--- src/rtl/clc_pkg.sv ---
package clc_pkg;
  typedef enum logic [2:0] {
    CLS_RD_HIT   = 3'd0,
    CLS_WR_HIT   = 3'd1,
    CLS_UPGRADE  = 3'd2,
    CLS_RD_MISS  = 3'd3,
    CLS_RDX_MISS = 3'd4,
    CLS_UNCACHED = 3'd5,
    CLS_REJECT   = 3'd6
  } cls_e;

  typedef enum logic [1:0] {
    UPD_FILL_SH = 2'd0,
    UPD_FILL_EX = 2'd1,
    UPD_GRANT   = 2'd2,
    UPD_INVAL   = 2'd3
  } upd_e;

  typedef struct packed {
    logic v;
    logic r;
    logic w;
    logic d;
  } line_flags_t;
endpackage

--- src/rtl/clc_tag_store.sv ---
module clc_tag_store
  import clc_pkg::*;
#(
  parameter int SETS  = 4,
  parameter int WAYS  = 2,
  parameter int TAG_W = 10,
  localparam int IDX_W = $clog2(SETS)
) (
  input  logic                          clk,
  input  logic                          rst,
  input  logic [IDX_W-1:0]              rd_idx,
  output logic [WAYS-1:0][TAG_W-1:0]    rd_tag,
  output line_flags_t [WAYS-1:0]        rd_flags,
  input  logic [WAYS-1:0]               wr_en,
  input  logic [IDX_W-1:0]              wr_idx,
  input  logic [TAG_W-1:0]              wr_tag,
  input  line_flags_t                   wr_flags
);
  logic [TAG_W-1:0] tag_mem  [SETS][WAYS];
  line_flags_t      flag_mem [SETS][WAYS];

  // tags carry no reset so they can map onto RAM
  always_ff @(posedge clk) begin
    for (int w = 0; w < WAYS; w++)
      if (wr_en[w]) tag_mem[wr_idx][w] <= wr_tag;
  end

  always_ff @(posedge clk) begin
    if (rst) begin
      for (int s = 0; s < SETS; s++)
        for (int w = 0; w < WAYS; w++)
          flag_mem[s][w] <= '0;
    end else begin
      for (int w = 0; w < WAYS; w++)
        if (wr_en[w]) flag_mem[wr_idx][w] <= wr_flags;
    end
  end

  always_comb begin
    for (int w = 0; w < WAYS; w++) begin
      rd_tag[w]   = tag_mem[rd_idx][w];
      rd_flags[w] = flag_mem[rd_idx][w];
    end
  end
endmodule

--- src/rtl/clc_victim.sv ---
module clc_victim #(
  parameter int SETS = 4,
  parameter int WAYS = 2,
  localparam int IDX_W = $clog2(SETS),
  localparam int WAY_W = $clog2(WAYS)
) (
  input  logic             clk,
  input  logic             rst,
  input  logic [IDX_W-1:0] idx,
  input  logic [WAYS-1:0]  present,
  input  logic             advance,
  output logic [WAY_W-1:0] victim,
  output logic             from_rr
);
  logic [WAY_W-1:0] rr_q [SETS];

  always_comb begin
    victim  = rr_q[idx];
    from_rr = 1'b1;
    for (int w = WAYS - 1; w >= 0; w--)
      if (!present[w]) begin
        victim  = WAY_W'(w);
        from_rr = 1'b0;
      end
  end

  always_ff @(posedge clk) begin
    if (rst) begin
      for (int s = 0; s < SETS; s++) rr_q[s] <= '0;
    end else if (advance) begin
      rr_q[idx] <= (rr_q[idx] == WAY_W'(WAYS - 1)) ? '0 : rr_q[idx] + 1'b1;
    end
  end
endmodule

--- src/rtl/clc_rsp_pipe.sv ---
module clc_rsp_pipe #(
  parameter int DEPTH = 2,
  parameter int W     = 3
) (
  input  logic         clk,
  input  logic         rst,
  input  logic         in_valid,
  input  logic [W-1:0] in_data,
  output logic         out_valid,
  output logic [W-1:0] out_data
);
  logic         v_q [DEPTH];
  logic [W-1:0] d_q [DEPTH];

  for (genvar g = 0; g < DEPTH; g++) begin : g_stage
    always_ff @(posedge clk) begin
      if (rst) v_q[g] <= 1'b0;
      else     v_q[g] <= (g == 0) ? in_valid : v_q[(g == 0) ? 0 : g - 1];
      d_q[g] <= (g == 0) ? in_data : d_q[(g == 0) ? 0 : g - 1];
    end
  end

  assign out_valid = v_q[DEPTH-1];
  assign out_data  = d_q[DEPTH-1];
endmodule

--- src/rtl/cache_lookup_classifier.sv ---
module cache_lookup_classifier
  import clc_pkg::*;
#(
  parameter int ADDR_W  = 16,
  parameter int OFFS_W  = 4,
  parameter int SETS    = 4,
  parameter int WAYS    = 2,
  parameter int HIT_LAT = 2
) (
  input  logic              clk,
  input  logic              rst,
  input  logic              req_valid,
  input  logic              req_write,
  input  logic              req_cacheable,
  input  logic [ADDR_W-1:0] req_addr,
  input  logic              upd_valid,
  input  logic [1:0]        upd_op,
  input  logic [ADDR_W-1:0] upd_addr,
  input  logic              mshr_full,
  input  logic              wbuf_full,
  output logic              blocked,
  output logic              rsp_valid,
  output logic [2:0]        rsp_class,
  output logic              wb_valid,
  output logic [ADDR_W-1:0] wb_addr
);
  localparam int IDX_W = $clog2(SETS);
  localparam int WAY_W = $clog2(WAYS);
  localparam int TAG_W = ADDR_W - IDX_W - OFFS_W;

  logic [IDX_W-1:0] lk_idx;
  logic [TAG_W-1:0] lk_tag;
  logic [WAYS-1:0][TAG_W-1:0] rd_tag;
  line_flags_t [WAYS-1:0] rd_flags;
  logic [WAYS-1:0] present, match, wr_en;
  line_flags_t wr_flags, hit_f;
  logic [WAY_W-1:0] hit_way, victim, fill_way;
  logic any_match, from_rr, rr_adv, evict, cls_v, blocked_q, wb_valid_q;
  logic [ADDR_W-1:0] evict_addr, wb_addr_q;
  cls_e cls;

  assign lk_idx = upd_valid ? upd_addr[OFFS_W +: IDX_W] : req_addr[OFFS_W +: IDX_W];
  assign lk_tag = upd_valid ? upd_addr[ADDR_W-1 -: TAG_W] : req_addr[ADDR_W-1 -: TAG_W];

  clc_tag_store #(.SETS(SETS), .WAYS(WAYS), .TAG_W(TAG_W)) u_store (
    .clk(clk), .rst(rst), .rd_idx(lk_idx), .rd_tag(rd_tag), .rd_flags(rd_flags),
    .wr_en(wr_en), .wr_idx(lk_idx), .wr_tag(lk_tag), .wr_flags(wr_flags)
  );

  clc_victim #(.SETS(SETS), .WAYS(WAYS)) u_victim (
    .clk(clk), .rst(rst), .idx(lk_idx), .present(present), .advance(rr_adv),
    .victim(victim), .from_rr(from_rr)
  );

  always_comb begin
    hit_way = '0;
    for (int w = 0; w < WAYS; w++) begin
      present[w] = rd_flags[w].v;
      match[w]   = rd_flags[w].v && (rd_tag[w] == lk_tag);
      if (match[w]) hit_way = WAY_W'(w);
    end
    any_match = |match;
    hit_f     = rd_flags[hit_way];
    fill_way  = any_match ? hit_way : victim;
  end

  always_comb begin
    wr_en      = '0;
    wr_flags   = '0;
    rr_adv     = 1'b0;
    evict      = 1'b0;
    evict_addr = {rd_tag[victim], lk_idx, {OFFS_W{1'b0}}};
    cls_v      = req_valid;
    cls        = CLS_REJECT;
    if (upd_valid) begin
      case (upd_e'(upd_op))
        UPD_FILL_SH, UPD_FILL_EX: begin
          wr_en[fill_way] = 1'b1;
          wr_flags = '{v: 1'b1, r: 1'b1, w: (upd_op == UPD_FILL_EX), d: 1'b0};
          if (!any_match) begin
            evict  = rd_flags[victim].v && rd_flags[victim].d;
            rr_adv = from_rr;
          end
        end
        UPD_GRANT: if (any_match && hit_f.r) begin
          wr_en[hit_way] = 1'b1;
          wr_flags       = hit_f;
          wr_flags.w     = 1'b1;
        end
        default: if (any_match) wr_en[hit_way] = 1'b1;
      endcase
    end else if (req_valid && !blocked_q) begin
      if (!req_cacheable) begin
        cls = CLS_UNCACHED;
        if (any_match) wr_en[hit_way] = 1'b1;
      end else if (!req_write) begin
        cls = (any_match && hit_f.r) ? CLS_RD_HIT : CLS_RD_MISS;
      end else if (any_match && hit_f.r && hit_f.w) begin
        cls            = CLS_WR_HIT;
        wr_en[hit_way] = 1'b1;
        wr_flags       = hit_f;
        wr_flags.d     = 1'b1;
      end else if (any_match && hit_f.r) begin
        cls = CLS_UPGRADE;
      end else begin
        cls = CLS_RDX_MISS;
      end
    end
  end

  always_ff @(posedge clk) begin
    if (rst) begin
      blocked_q  <= 1'b0;
      wb_valid_q <= 1'b0;
    end else begin
      blocked_q  <= mshr_full | wbuf_full;
      wb_valid_q <= evict;
    end
    wb_addr_q <= evict_addr;
  end

  clc_rsp_pipe #(.DEPTH(HIT_LAT), .W(3)) u_pipe (
    .clk(clk), .rst(rst), .in_valid(cls_v), .in_data(cls),
    .out_valid(rsp_valid), .out_data(rsp_class)
  );

  assign blocked  = blocked_q;
  assign wb_valid = wb_valid_q;
  assign wb_addr  = wb_addr_q;
endmodule

--- config.mk ---
export PLATFORM = sky130hd
export DESIGN_NAME = cache_lookup_classifier
export DESIGN_NICKNAME = d
export VERILOG_FILES = /design/src/rtl/clc_pkg.sv /design/src/rtl/clc_tag_store.sv /design/src/rtl/clc_victim.sv /design/src/rtl/clc_rsp_pipe.sv /design/src/rtl/cache_lookup_classifier.sv
export SDC_FILE = /design/constraint.sdc
export NUM_CORES = 1
export LEC_CHECK = 0
export BUFFER_PORTS_ARGS = -buffer_cell sky130_fd_sc_hd__buf_2
export CORE_UTILIZATION = 64
export CTS_CLUSTER_SIZE = 16
export DETAILED_ROUTE_END_ITERATION = 10
export HOLD_SLACK_MARGIN = 0.06
export PLACE_DENSITY = 0.94
export SKIP_CTS_REPAIR_TIMING = 1
export SLEW_MARGIN = 5
export SYNTH_ARGS = -nofsm -noshare
export SYNTH_HDL_FRONTEND = slang
export SYNTH_SLANG_ARGS = --single-unit
export TNS_END_PERCENT = 1
--- constraint.sdc ---
create_clock -name clk -period 8.1 [get_ports clk]
set_input_delay 0 -clock clk [delete_from_list [all_inputs] [get_ports clk]]
set_output_delay 0 -clock clk [all_outputs]
set_load 0.02 [all_outputs]
# Word level (Yosys, flattened, before mapping)
# Memory sizes are Yosys's and may differ from the RTL's.
# Cells that the tools add are included.
# W data, S select, Z words.
# totals
ff_bits,14
ram_bits,124
input_bits,42
output_inout_bits,22
elab_cells,104
memories,5
# classes
addsub,1
order_cmp,5
eq_ne,4
n_mux,66
n_bitwise,5
n_reduce_logical,15
# mem_list
name,words,word_bits,rd,rd_ports_with_merged_regs,wr,line,text
u_store.tag_mem,4,20,1,0,1,clc_tag_store.sv:19,logic [TAG_W-1:0] tag_mem [SETS][WAYS];
u_store.flag_mem,4,8,1,0,4,clc_tag_store.sv:20,line_flags_t flag_mem [SETS][WAYS];
u_pipe.d_q,2,3,2,0,2,clc_rsp_pipe.sv:13,logic [W-1:0] d_q [DEPTH];
u_victim.rr_q,4,1,1,0,4,clc_victim.sv:15,logic [WAY_W-1:0] rr_q [SETS];
u_pipe.v_q,2,1,2,0,2,clc_rsp_pipe.sv:12,logic v_q [DEPTH];
# op_table
cell,n
$mux W4,10
$mux W1,30
$mux W10,3
$mux W2,12
$eq A10 B10 Y1,2
$mux W3,6
$logic_and A1 B1 Y1,8
$mux W8,1
$pmux W4 S2,1
$reduce_or A8 Y1,1
$lt A1 B2 Y1 const B,3
$reduce_or A5 Y1,1
$pmux W2 S2,1
$reduce_or A2 Y1,2
$or A1 B1 Y1,3
$demux W1 S1,2
$eq A2 B1 Y1 const B,1
$eq A2 B2 Y1 const B,1
$ge A1 B1 Y1 const B,2
$logic_not A2 Y1,1
$not A1 Y1,2
$add A1 B1 Y1 const B,1
$logic_not A1 Y1,1
$reduce_or A1 Y1,1

# Depth between registers and ports, before layout
# Gate-level depths: netlist of the first run.
# An unclocked memory read counts as a cell.
# logic_depth
ltp_word,19
depth_mapped,13
ltp_nobuf,10

# Hierarchy
# A second synthesis of the first run with hierarchy kept.
# hier_totals
cells_unflattened,393
hier_area_um2,6154.7
# by_module_without_submodules
mod,n_inst,cells_each,area_each_um2,seq_area_each_um2
clc_tag_store,1,215,4439.3,3363.2
cache_lookup_classifier,1,141,1239.9,280.3
clc_victim,1,24,280.3,120.1
clc_rsp_pipe,1,13,195.2,160.2

# Worst setup path before layout of the first run
# OpenSTA, ideal clock, no wires.
# synth_timing
path_kind,input to register
startpoint,in upd_valid
endpoint,mem u_store.tag_mem[1][10] in the netlist's numbering (enable)
setup_time_ns,0.376
arrival_time_ns,2.680
required_ns,7.724
path_slack_ns,5.044
path_stages,11
path_buffers,3
path_cell_list,buf_6 -> buf_2 -> mux2_2 -> a22oi_1 -> o22ai_1 -> a2111o_1 -> nor4b_2 -> a22o_1 -> nand2_1 -> buf_2 -> nor2_1
# synth_via
word_cells_on_any_way,38
classes_between,order compare (4); eq/ne (2); mux (22); reduce/logical (7); memory (3)
# synth_rtl
element,line,text
start: declaration,cache_lookup_classifier.sv:16,"input logic upd_valid,"
$mux W10 *,cache_lookup_classifier.sv:43,assign lk_tag = upd_valid ? upd_addr[ADDR_W-1 -: TAG_W] : req_addr[ADDR_W-1 -: TAG_W];
named net lk_tag[8],cache_lookup_classifier.sv:32,logic [TAG_W-1:0] lk_tag;
$eq A10 B10 Y1,cache_lookup_classifier.sv:59,match[w] = rd_flags[w].v && (rd_tag[w] == lk_tag);
$logic_and A1 B1 Y1,cache_lookup_classifier.sv:59,
$mux W1,cache_lookup_classifier.sv:60,if (match[w]) hit_way = WAY_W'(w);
"$lt A1 B2 Y1 (implied by the code), or another cell as far along",--,
$logic_and A1 B1 Y1 (implied by the code) or $mux W4 (tied branches),--,
$mux W1 (implied by the code) or $logic_and A1 B1 Y1 (tied branches),--,
$demux W1 S1 or $logic_and A1 B1 Y1 (tied branches),--,
$mux W2,cache_lookup_classifier.sv:98,end else if (any_match && hit_f.r && hit_f.w) begin
$mux W2,cache_lookup_classifier.sv:96,end else if (!req_write) begin
$mux W2,cache_lookup_classifier.sv:93,if (!req_cacheable) begin
$mux W2,cache_lookup_classifier.sv:92,end else if (req_valid && !blocked_q) begin
$mux W2 *,cache_lookup_classifier.sv:75,if (upd_valid) begin
$mux W1 *,clc_tag_store.sv:25,if (wr_en[w]) tag_mem[wr_idx][w] <= wr_tag;
$mux W1 (implied by the code) *,clc_tag_store.sv:25,
end: declaration,clc_tag_store.sv:19,
# The timed path passes the listed nets; every way through them passes the cells marked *. The select of a mux whose other input is x is not followed.

# Worst setup path in the final report of the first run
# layout_timing
startpoint,in upd_valid
endpoint,mem u_store.tag_mem[1][12] in the netlist's numbering (enable)
# layout_via
elab_chain_cells,16
word_cells_on_any_way,38
classes_between,order compare (4); eq/ne (2); mux (22); reduce/logical (7); memory (3)
# layout_rtl
element,line,text
$mux W2,cache_lookup_classifier.sv:42,assign lk_idx = upd_valid ? upd_addr[OFFS_W +: IDX_W] : req_addr[OFFS_W +: IDX_W];
$mem_v2 Z4 W20,--,
$eq A10 B10 Y1,cache_lookup_classifier.sv:59,
$logic_and A1 B1 Y1,cache_lookup_classifier.sv:59,
$mux W1,cache_lookup_classifier.sv:60,
"$lt A1 B2 Y1 (implied by the code), or another cell as far along",--,
$logic_and A1 B1 Y1 (implied by the code) or $mux W4 (tied branches),--,
$mux W1 (implied by the code) or $logic_and A1 B1 Y1 (tied branches),--,
$demux W1 S1 or $logic_and A1 B1 Y1 (tied branches),--,
$mux W2,cache_lookup_classifier.sv:98,
$mux W2,cache_lookup_classifier.sv:96,
$mux W2,cache_lookup_classifier.sv:93,
$mux W2,cache_lookup_classifier.sv:92,
$mux W2,cache_lookup_classifier.sv:75,
$mux W1,clc_tag_store.sv:25,
$mux W1 (implied by the code),clc_tag_store.sv:25,
# Several ways; a longest one is shown, not always the timed one. The select of a mux whose other input is x is not followed.

==> results of run 1 <==
final cells by class:
class / instances / area [sq um]
Sequential cell: 138 / 3920
Multi-Input combinational cell: 332 / 2500
Fill cell: 525 / 2280
Timing Repair Buffer: 75 / 490
Clock buffer: 18 / 418
Tap cell: 133 / 166
Clock inverter: 14 / 135
Inverter: 11 / 41.3
worst max-delay path: cells and delay by family:
| family | cells | cell delay, ns |
|---|---|---|
| AOI/OAI and AO/OA | 3 | 0.78 |
| buffers and inverters | 2 | 1.10 |
| muxes | 2 | 1.40 |
| and+or+nand+nor | 4 | 2.28 |
path summary, 6_finish.rpt:
path | depth (start not counted) | startpoint | end | slack (ns)
worst min register to register | 0 | u_pipe.d_q[0][2] | u_pipe.d_q[0][5] | 0.33
worst max register to register | 8 | u_store.tag_mem[0][13] | u_store.tag_mem[1][12] | 3.73
worst max-delay path | 11 | upd_valid | u_store.tag_mem[1][12] | 2.64
worst min-delay path | 2 | req_addr[14] | u_store.tag_mem[2][8] | 0.05
kinds of logic (layout without fill, tap and decap cells):
group	Yosys count	after routing	share of synthesized area (%)
simple gates	155	155	14.2
flops	138	138	58.6
mux	57	57	9.01
buf+inv	51	118	4.15
other cells	1	4	0.0560
xor+xnor	17	17	2.22
compound gates	99	99	11.7
routing by layer:
layer	global-route usage, %	vias to the layer above	share of wire, %
met1	39.0	2314	35
met4	18.0	0	6.0
met3	9.27	115	11
li1	-	2043	-
met2	48.9	424	48
met5	0	-	0
state kept, by name (all words and copies together), names as in the netlist:
signal and flops:
u_store.flag_mem 32, u_pipe.d_q 6, blocked 1, u_pipe.v_q 2
wb_valid 1, wb_addr 12, u_store.tag_mem 80, u_victim.rr_q 4
cell usage in the layout (no fill, tap or decap), types with 14 or more instances in the layout:
cell type,n
sky130_fd_sc_hd__edfxtp_1,116
sky130_fd_sc_hd__buf_2,51
sky130_fd_sc_hd__mux2i_1,44
sky130_fd_sc_hd__nand2_1,41
sky130_fd_sc_hd__nor2_1,35
sky130_fd_sc_hd__a21o_1,29
sky130_fd_sc_hd__dfxtp_1,22
sky130_fd_sc_hd__dlygate4sd3_1,22
sky130_fd_sc_hd__clkbuf_16,16
sky130_fd_sc_hd__nor3b_2,15
sky130_fd_sc_hd__xnor2_1,14
synth_stat cells, types with 6 or more instances:
cell type	count
sky130_fd_sc_hd__xnor2_1	14
sky130_fd_sc_hd__buf_4	9
sky130_fd_sc_hd__mux2i_1	44
sky130_fd_sc_hd__edfxtp_1	116
sky130_fd_sc_hd__nor3b_2	15
sky130_fd_sc_hd__nor2_1	35
sky130_fd_sc_hd__a21o_1	29
sky130_fd_sc_hd__inv_1	9
sky130_fd_sc_hd__nand4_1	6
sky130_fd_sc_hd__buf_2	12
sky130_fd_sc_hd__dfxtp_1	22
sky130_fd_sc_hd__nor3_1	7
sky130_fd_sc_hd__o21bai_1	12
sky130_fd_sc_hd__nand3_1	12
sky130_fd_sc_hd__nand2_1	41
sky130_fd_sc_hd__mux2_2	10
sky130_fd_sc_hd__clkbuf_1	11
sky130_fd_sc_hd__o21ai_0	12
where the power goes:
part	switching (uW)	total, uW	internal (uW)	leakage (uW)
Combinational	156	237	80.2	0.00124
Clock	315	728	413	0.000260
Sequential	7.29	805	798	0.00128
Total	479	1770	1290	0.00278
through the flow:
step	area [sq um]	setup WS, ns	util (%)	cells
6_report	7680	2.64	77.1	721
5_1_grt	7680	2.53	77.1	721
4_1_cts	7460	2.92	74.9	699
3_5_place_dp	6910	2.46	69.4	667
3_3_place_gp	6910	2.53	69.4	667
2_1_floorplan	6710	5.04	-	521
==> summary.md, run 1 <==
| Metric | Value |
|---|---|
| Outcome | finished clean |
| Design Power | 1770 uW |
| Largest vdd supply drop | 0.135 mV |
| Die span in x | 104 um |
| Max Slew Vio Count | 0 |
| Clock skew | 0.0119 ns |
| Overall global routing resource usage | 31.4% |
| Synth-to-Final Area Change | 14.7% |
| Number of max-cap violations | 0 |
| Sequential element share of the synthesized area | 58.6% |
| Number of buffers inserted during clock tree synthesis | 17 |
| First-iteration detailed-routing DRC count | 693 |
| Antenna violations before repair | 0 |
| Worst EP arrival | 5.61 ns |
| Total negative setup slack | 0 ns |
| Top-Level Pins | 64 |
| H-tree depth reported by CTS | 4 |
| CP Cell Sequence | buf_2 -> mux2i_2 -> inv_2 -> mux2i_1 -> nor2_1 -> a2111oi_2 -> o221ai_2 -> nor4b_2 -> a22o_1 -> nand2_1 -> nor2_1 |
| Via density per instance | 6.79 |
| Total global routing overflow | 0 |
| Post-synth EDFFs | 116 |
| Die footprint | 10900 sq um |
| Source-to-sink clock delay at the later pin of the worst-skew pair | 0.54 ns |
| Master of the slowest instance on the critical path | sky130_fd_sc_hd__nor2_1 |
| Max transition margin | 12.8% |
| Type of element capturing the critical path | flop |
| Number of setup violations in the final report | 0 |
| Highest clock rate | 183 MHz |
| Number of warning messages in the yosys log | 0 |
| Number of storage elements in the synthesis netlist | 138 |
| Cell seen most often among critical-path stages | sky130_fd_sc_hd__nor2_1 |
| Critical Path Source Type | input port |
| Number of antenna diodes | 0 |
| Worst stage delay on the critical path | 1.12 ns |
| Share of synthesized flip-flops with an asynchronous set or reset | 0% |
| Leakage power | 0.00278 uW |
| Gate count after technology mapping | 518 |
| Setup repair after global routing missed its margin | false |
| Weighted congestion reported at the end of routability-driven placement | 0.929 |
| Cell type contributing the most total cell area after synthesis | sky130_fd_sc_hd__edfxtp_1 |
| Total core area | 9950 sq um |
| Final HPWL DP | 10200 um |
| Clock tree buffer depth | 2 |
| Top cell type's share of synthesized area | 52.0% |
| Total wirelength of the detailed-routed design | 17100 um |
| Total number of placement rows | 36 |
| Antenna-violating nets left | 0 |
| Crit Path Max Fanout | 37 |
| CTS tree | built |
| Overall via count from detail_route | 4896 |
| Fraction of final layout cells sized beyond drive strength 1 | 23.3% |
| Primary FF master, synth | sky130_fd_sc_hd__edfxtp_1 |
| Distinct cells, synth | 68 |
| Number of global-route vias before repair | 4696 |
| Tightest Pin Transition | 1.30 ns |
| Router iterations before antenna repair | 9 |
| Residual DRC count | 0 |
| Leading cell types by total area after synthesis | sky130_fd_sc_hd__edfxtp_1, sky130_fd_sc_hd__dfxtp_1, sky130_fd_sc_hd__mux2i_1 |
| Effective utilization at floorplan | 67.2% |
| Number of endpoints with negative hold slack in the final report | 0 |
| CTS sink count | 138 |
| Cell area power density | 231 nW/um^2 |
| Final hold slack | 0.0454 ns |
| Master cell of the clock root buffer | sky130_fd_sc_hd__clkbuf_8 |
| Mean area per synthesized cell | 12.9 sq um |
| Post-route minimum period | 5.46 ns |
| Final period utilization | 67.4% |
| Hold/Removal Path Class | in2reg |
| Routed length per instance | 23.8 um |
| Global-route wire length before repair | 25200 um |
| Final nets | 617 |
| DIE HEIGHT | 104 um |
| Largest net degree at the start of global routing | 38 |
| Port bufs | 51 |
| Endpoint required time on the critical path | 8.25 ns |
| Post-synthesis instance area | 6690 sq um |
| Class of the most critical setup path | in2reg |
| Worst-path clk slew | 0.06 ns |
Note: power is estimated with default switching activity, not from simulation.
==> inputs of run 2 (changes only) <==
Settings changed: CORE_UTILIZATION 64 to 54, PLACE_DENSITY 0.94 to 0.86.
Clock period 8.1 ns to 4.8 ns, I/O delays scaled along.
==> run 2 against run 1 <==
Sequential share of layout area decreased by 0.13 points. Die area up 18%. Sequential power is 69% higher. Final area rose by 0.26%. Count of clock-buffer cells in the layout rose by 8. Highest routed layer unchanged. Critical endpoint is now u_store.flag_mem[3][0]. Clock power is 69% higher. Power up 68%.
==> summary.md, run 2 (synthesis results as in run 1) <==
| Metric | Value |
|---|---|
| R2r startpoint | u_store.tag_mem[2][14] |
| Outcome | finished clean |
| Overall via count from detail_route | 4622 |
| Total wirelength of the detailed-routed design | 15900 um |
| H-tree depth reported by CTS | 4 |
| Flip-flop count of the largest register after layout | 80 |
| Highest-count cells in the layout ignoring fill and taps | sky130_fd_sc_hd__edfxtp_1, sky130_fd_sc_hd__buf_2, sky130_fd_sc_hd__mux2i_1 |
| Number of endpoints with negative hold slack in the final report | 0 |
| Hold path depth | 2 |
| Antenna-violating nets left | 0 |
| Total global routing overflow | 0 |
| Endpoint of the most critical register-to-register path | u_store.tag_mem[1][11] |
| Highest clock rate | 275 MHz |
| Router iterations before antenna repair | 6 |
| First-iteration detailed-routing DRC count | 628 |
| Critical Path Source Type | input port |
| Top-Level Pins | 64 |
| Cell area power density | 386 nW/um^2 |
| Largest net degree at the start of global routing | 21 |
| Final HPWL DP | 10500 um |
| Type of element capturing the critical path | flop |
| Worst-path clk slew | 0.06 ns |
| Number of global-route vias before repair | 4470 |
| Number of max-cap violations | 0 |
| Clock skew | 0.00937 ns |
| Residual DRC count | 0 |
| End point of the most critical hold path | u_store.tag_mem[2][13] |
| Filler cell count | 846 |
| Number of setup violations in the final report | 0 |
| Global-route wire length before repair | 24000 um |
| CTS tree | built |
| Weighted congestion reported at the end of routability-driven placement | 0.869 |
| Synth-to-Final Area Change | 15.0% |
| Setup repair after global routing missed its margin | false |
| Register containing the most flip-flops in the final layout | u_store.tag_mem |
| Worst EP arrival | 3.69 ns |
| Final nets | 618 |
| Source-to-sink clock delay at the later pin of the worst-skew pair | 0.42 ns |
| Max transition margin | 29.6% |
| Number of buffers inserted during clock tree synthesis | 17 |
| Register area | 3920 sq um |
| Die footprint | 12800 sq um |
| Master cell of the clock root buffer | sky130_fd_sc_hd__clkbuf_16 |
| Fraction of final layout cells sized beyond drive strength 1 | 24.6% |
| Most frequent standard cell in the layout excluding fill and tap cells | sky130_fd_sc_hd__edfxtp_1 |
| Die span in x | 113 um |
| Endpoint required time on the critical path | 4.86 ns |
| Post-route minimum period | 3.63 ns |
| Crit Path Max Fanout | 19 |
| Worst R2R Path Depth | 10 |
| Flop-to-flop setup slack | 1.66 ns |
| Clock tree buffer depth | 2 |
| Total number of placement rows | 40 |
| Area occupied by multi-input gates | 2500 sq um |
| Overall global routing resource usage | 25.6% |
| Antenna violations before repair | 0 |
| Tightest Pin Transition | 1.03 ns |
| DIE HEIGHT | 113 um |
| Effective utilization at floorplan | 55.5% |
| Routed length per instance | 21.0 um |
| Leakage power | 0.00280 uW |
| Max Slew Vio Count | 0 |
| Via density per instance | 6.11 |
| Final period utilization | 75.6% |
| Port bufs | 51 |
| Worst Min Path Start | req_addr[9] |
| Largest vdd supply drop | 0.221 mV |
| Number of antenna diodes | 0 |
| Hold/Removal Path Class | in2reg |
| CTS sink count | 138 |
| Total core area | 12100 sq um |
| Class of the most critical setup path | in2reg |
| Final hold slack | 0.0805 ns |
| Total negative setup slack | 0 ns |
==> run 2: changes by cell type in the layout (fill, tap and decap cells not counted) <==
cell and delta:
sky130_fd_sc_hd__buf_4 +14, sky130_fd_sc_hd__clkbuf_1 +6, sky130_fd_sc_hd__clkbuf_16 +2, sky130_fd_sc_hd__clkinv_2 +1, sky130_fd_sc_hd__clkinv_4 -1, sky130_fd_sc_hd__clkinvlp_4 -2
sky130_fd_sc_hd__dlygate4sd3_1 -13, sky130_fd_sc_hd__inv_6 -6
==> run 2: critical path, cell delays in order <==
cell                       delay, ns
sky130_fd_sc_hd__buf_2          0.34
sky130_fd_sc_hd__mux2i_2        0.92
sky130_fd_sc_hd__buf_4          0.35
sky130_fd_sc_hd__mux2i_1        0.45
sky130_fd_sc_hd__nand2_1        0.15
sky130_fd_sc_hd__a211oi_2       0.33
sky130_fd_sc_hd__nand3_4        0.18
sky130_fd_sc_hd__o31a_1         0.15
sky130_fd_sc_hd__a21o_1         0.18
sky130_fd_sc_hd__buf_4          0.22
sky130_fd_sc_hd__o21bai_1       0.41
==> run 2: worst max path at each step <==
stage | cells after the start | start | to
2_1_floorplan | 11 | upd_valid | u_store.tag_mem[1][10]
3_3_place_gp | 14 | upd_valid | u_store.tag_mem[1][11]
3_5_place_dp | 14 | upd_valid | u_store.tag_mem[1][18]
4_1_cts | 14 | upd_valid | u_store.tag_mem[1][18]
5_1_grt | 14 | upd_valid | u_store.tag_mem[1][12]
6_report | 11 | upd_valid | u_store.flag_mem[3][0]
==> run 2: power breakdown <==
group	switching, uW	total [uW]	internal, uW
logic	250	382	132
clock network	476	1230	757
registers	11.6	1360	1350
total	738	2970	2240
==> run 2: layer usage <==
layer | vias up | track usage (%) | routed length [um]
li1 | 2047 | - | -
met1 | 2236 | 32.5 | 6180
met2 | 297 | 41.1 | 7770
met3 | 42 | 6.91 | 1520
met4 | 0 | 11.8 | 430
met5 | - | 0 | 0
==> run 2: layout make-up <==
class | instances | share of cell area [%]
tap | 168 | 2.73
clock buffer | 26 | 6.37
timing repair buffer | 76 | 6.05
multi-input combinational | 332 | 32.5
inverter | 11 | 0.536
clock inverter | 6 | 0.829
sequential | 138 | 51.0
==> run 2: stage by stage <==
| step | setup WS, ns | total power [uW] | std cells | cell area (sq um) | util [%] |
|---|---|---|---|---|---|
| after floorplan | 1.74 | 1640 | 521 | 6710 | - |
| after global placement | 0.980 | 1730 | 716 | 7050 | 58.5 |
| after detailed placement | 0.847 | 1750 | 716 | 7050 | 58.5 |
| after CTS | 1.26 | 2970 | 748 | 7610 | 63.1 |
| after global routing | 0.914 | 3060 | 757 | 7700 | 63.8 |
| final | 1.17 | 2970 | 757 | 7700 | 63.8 |
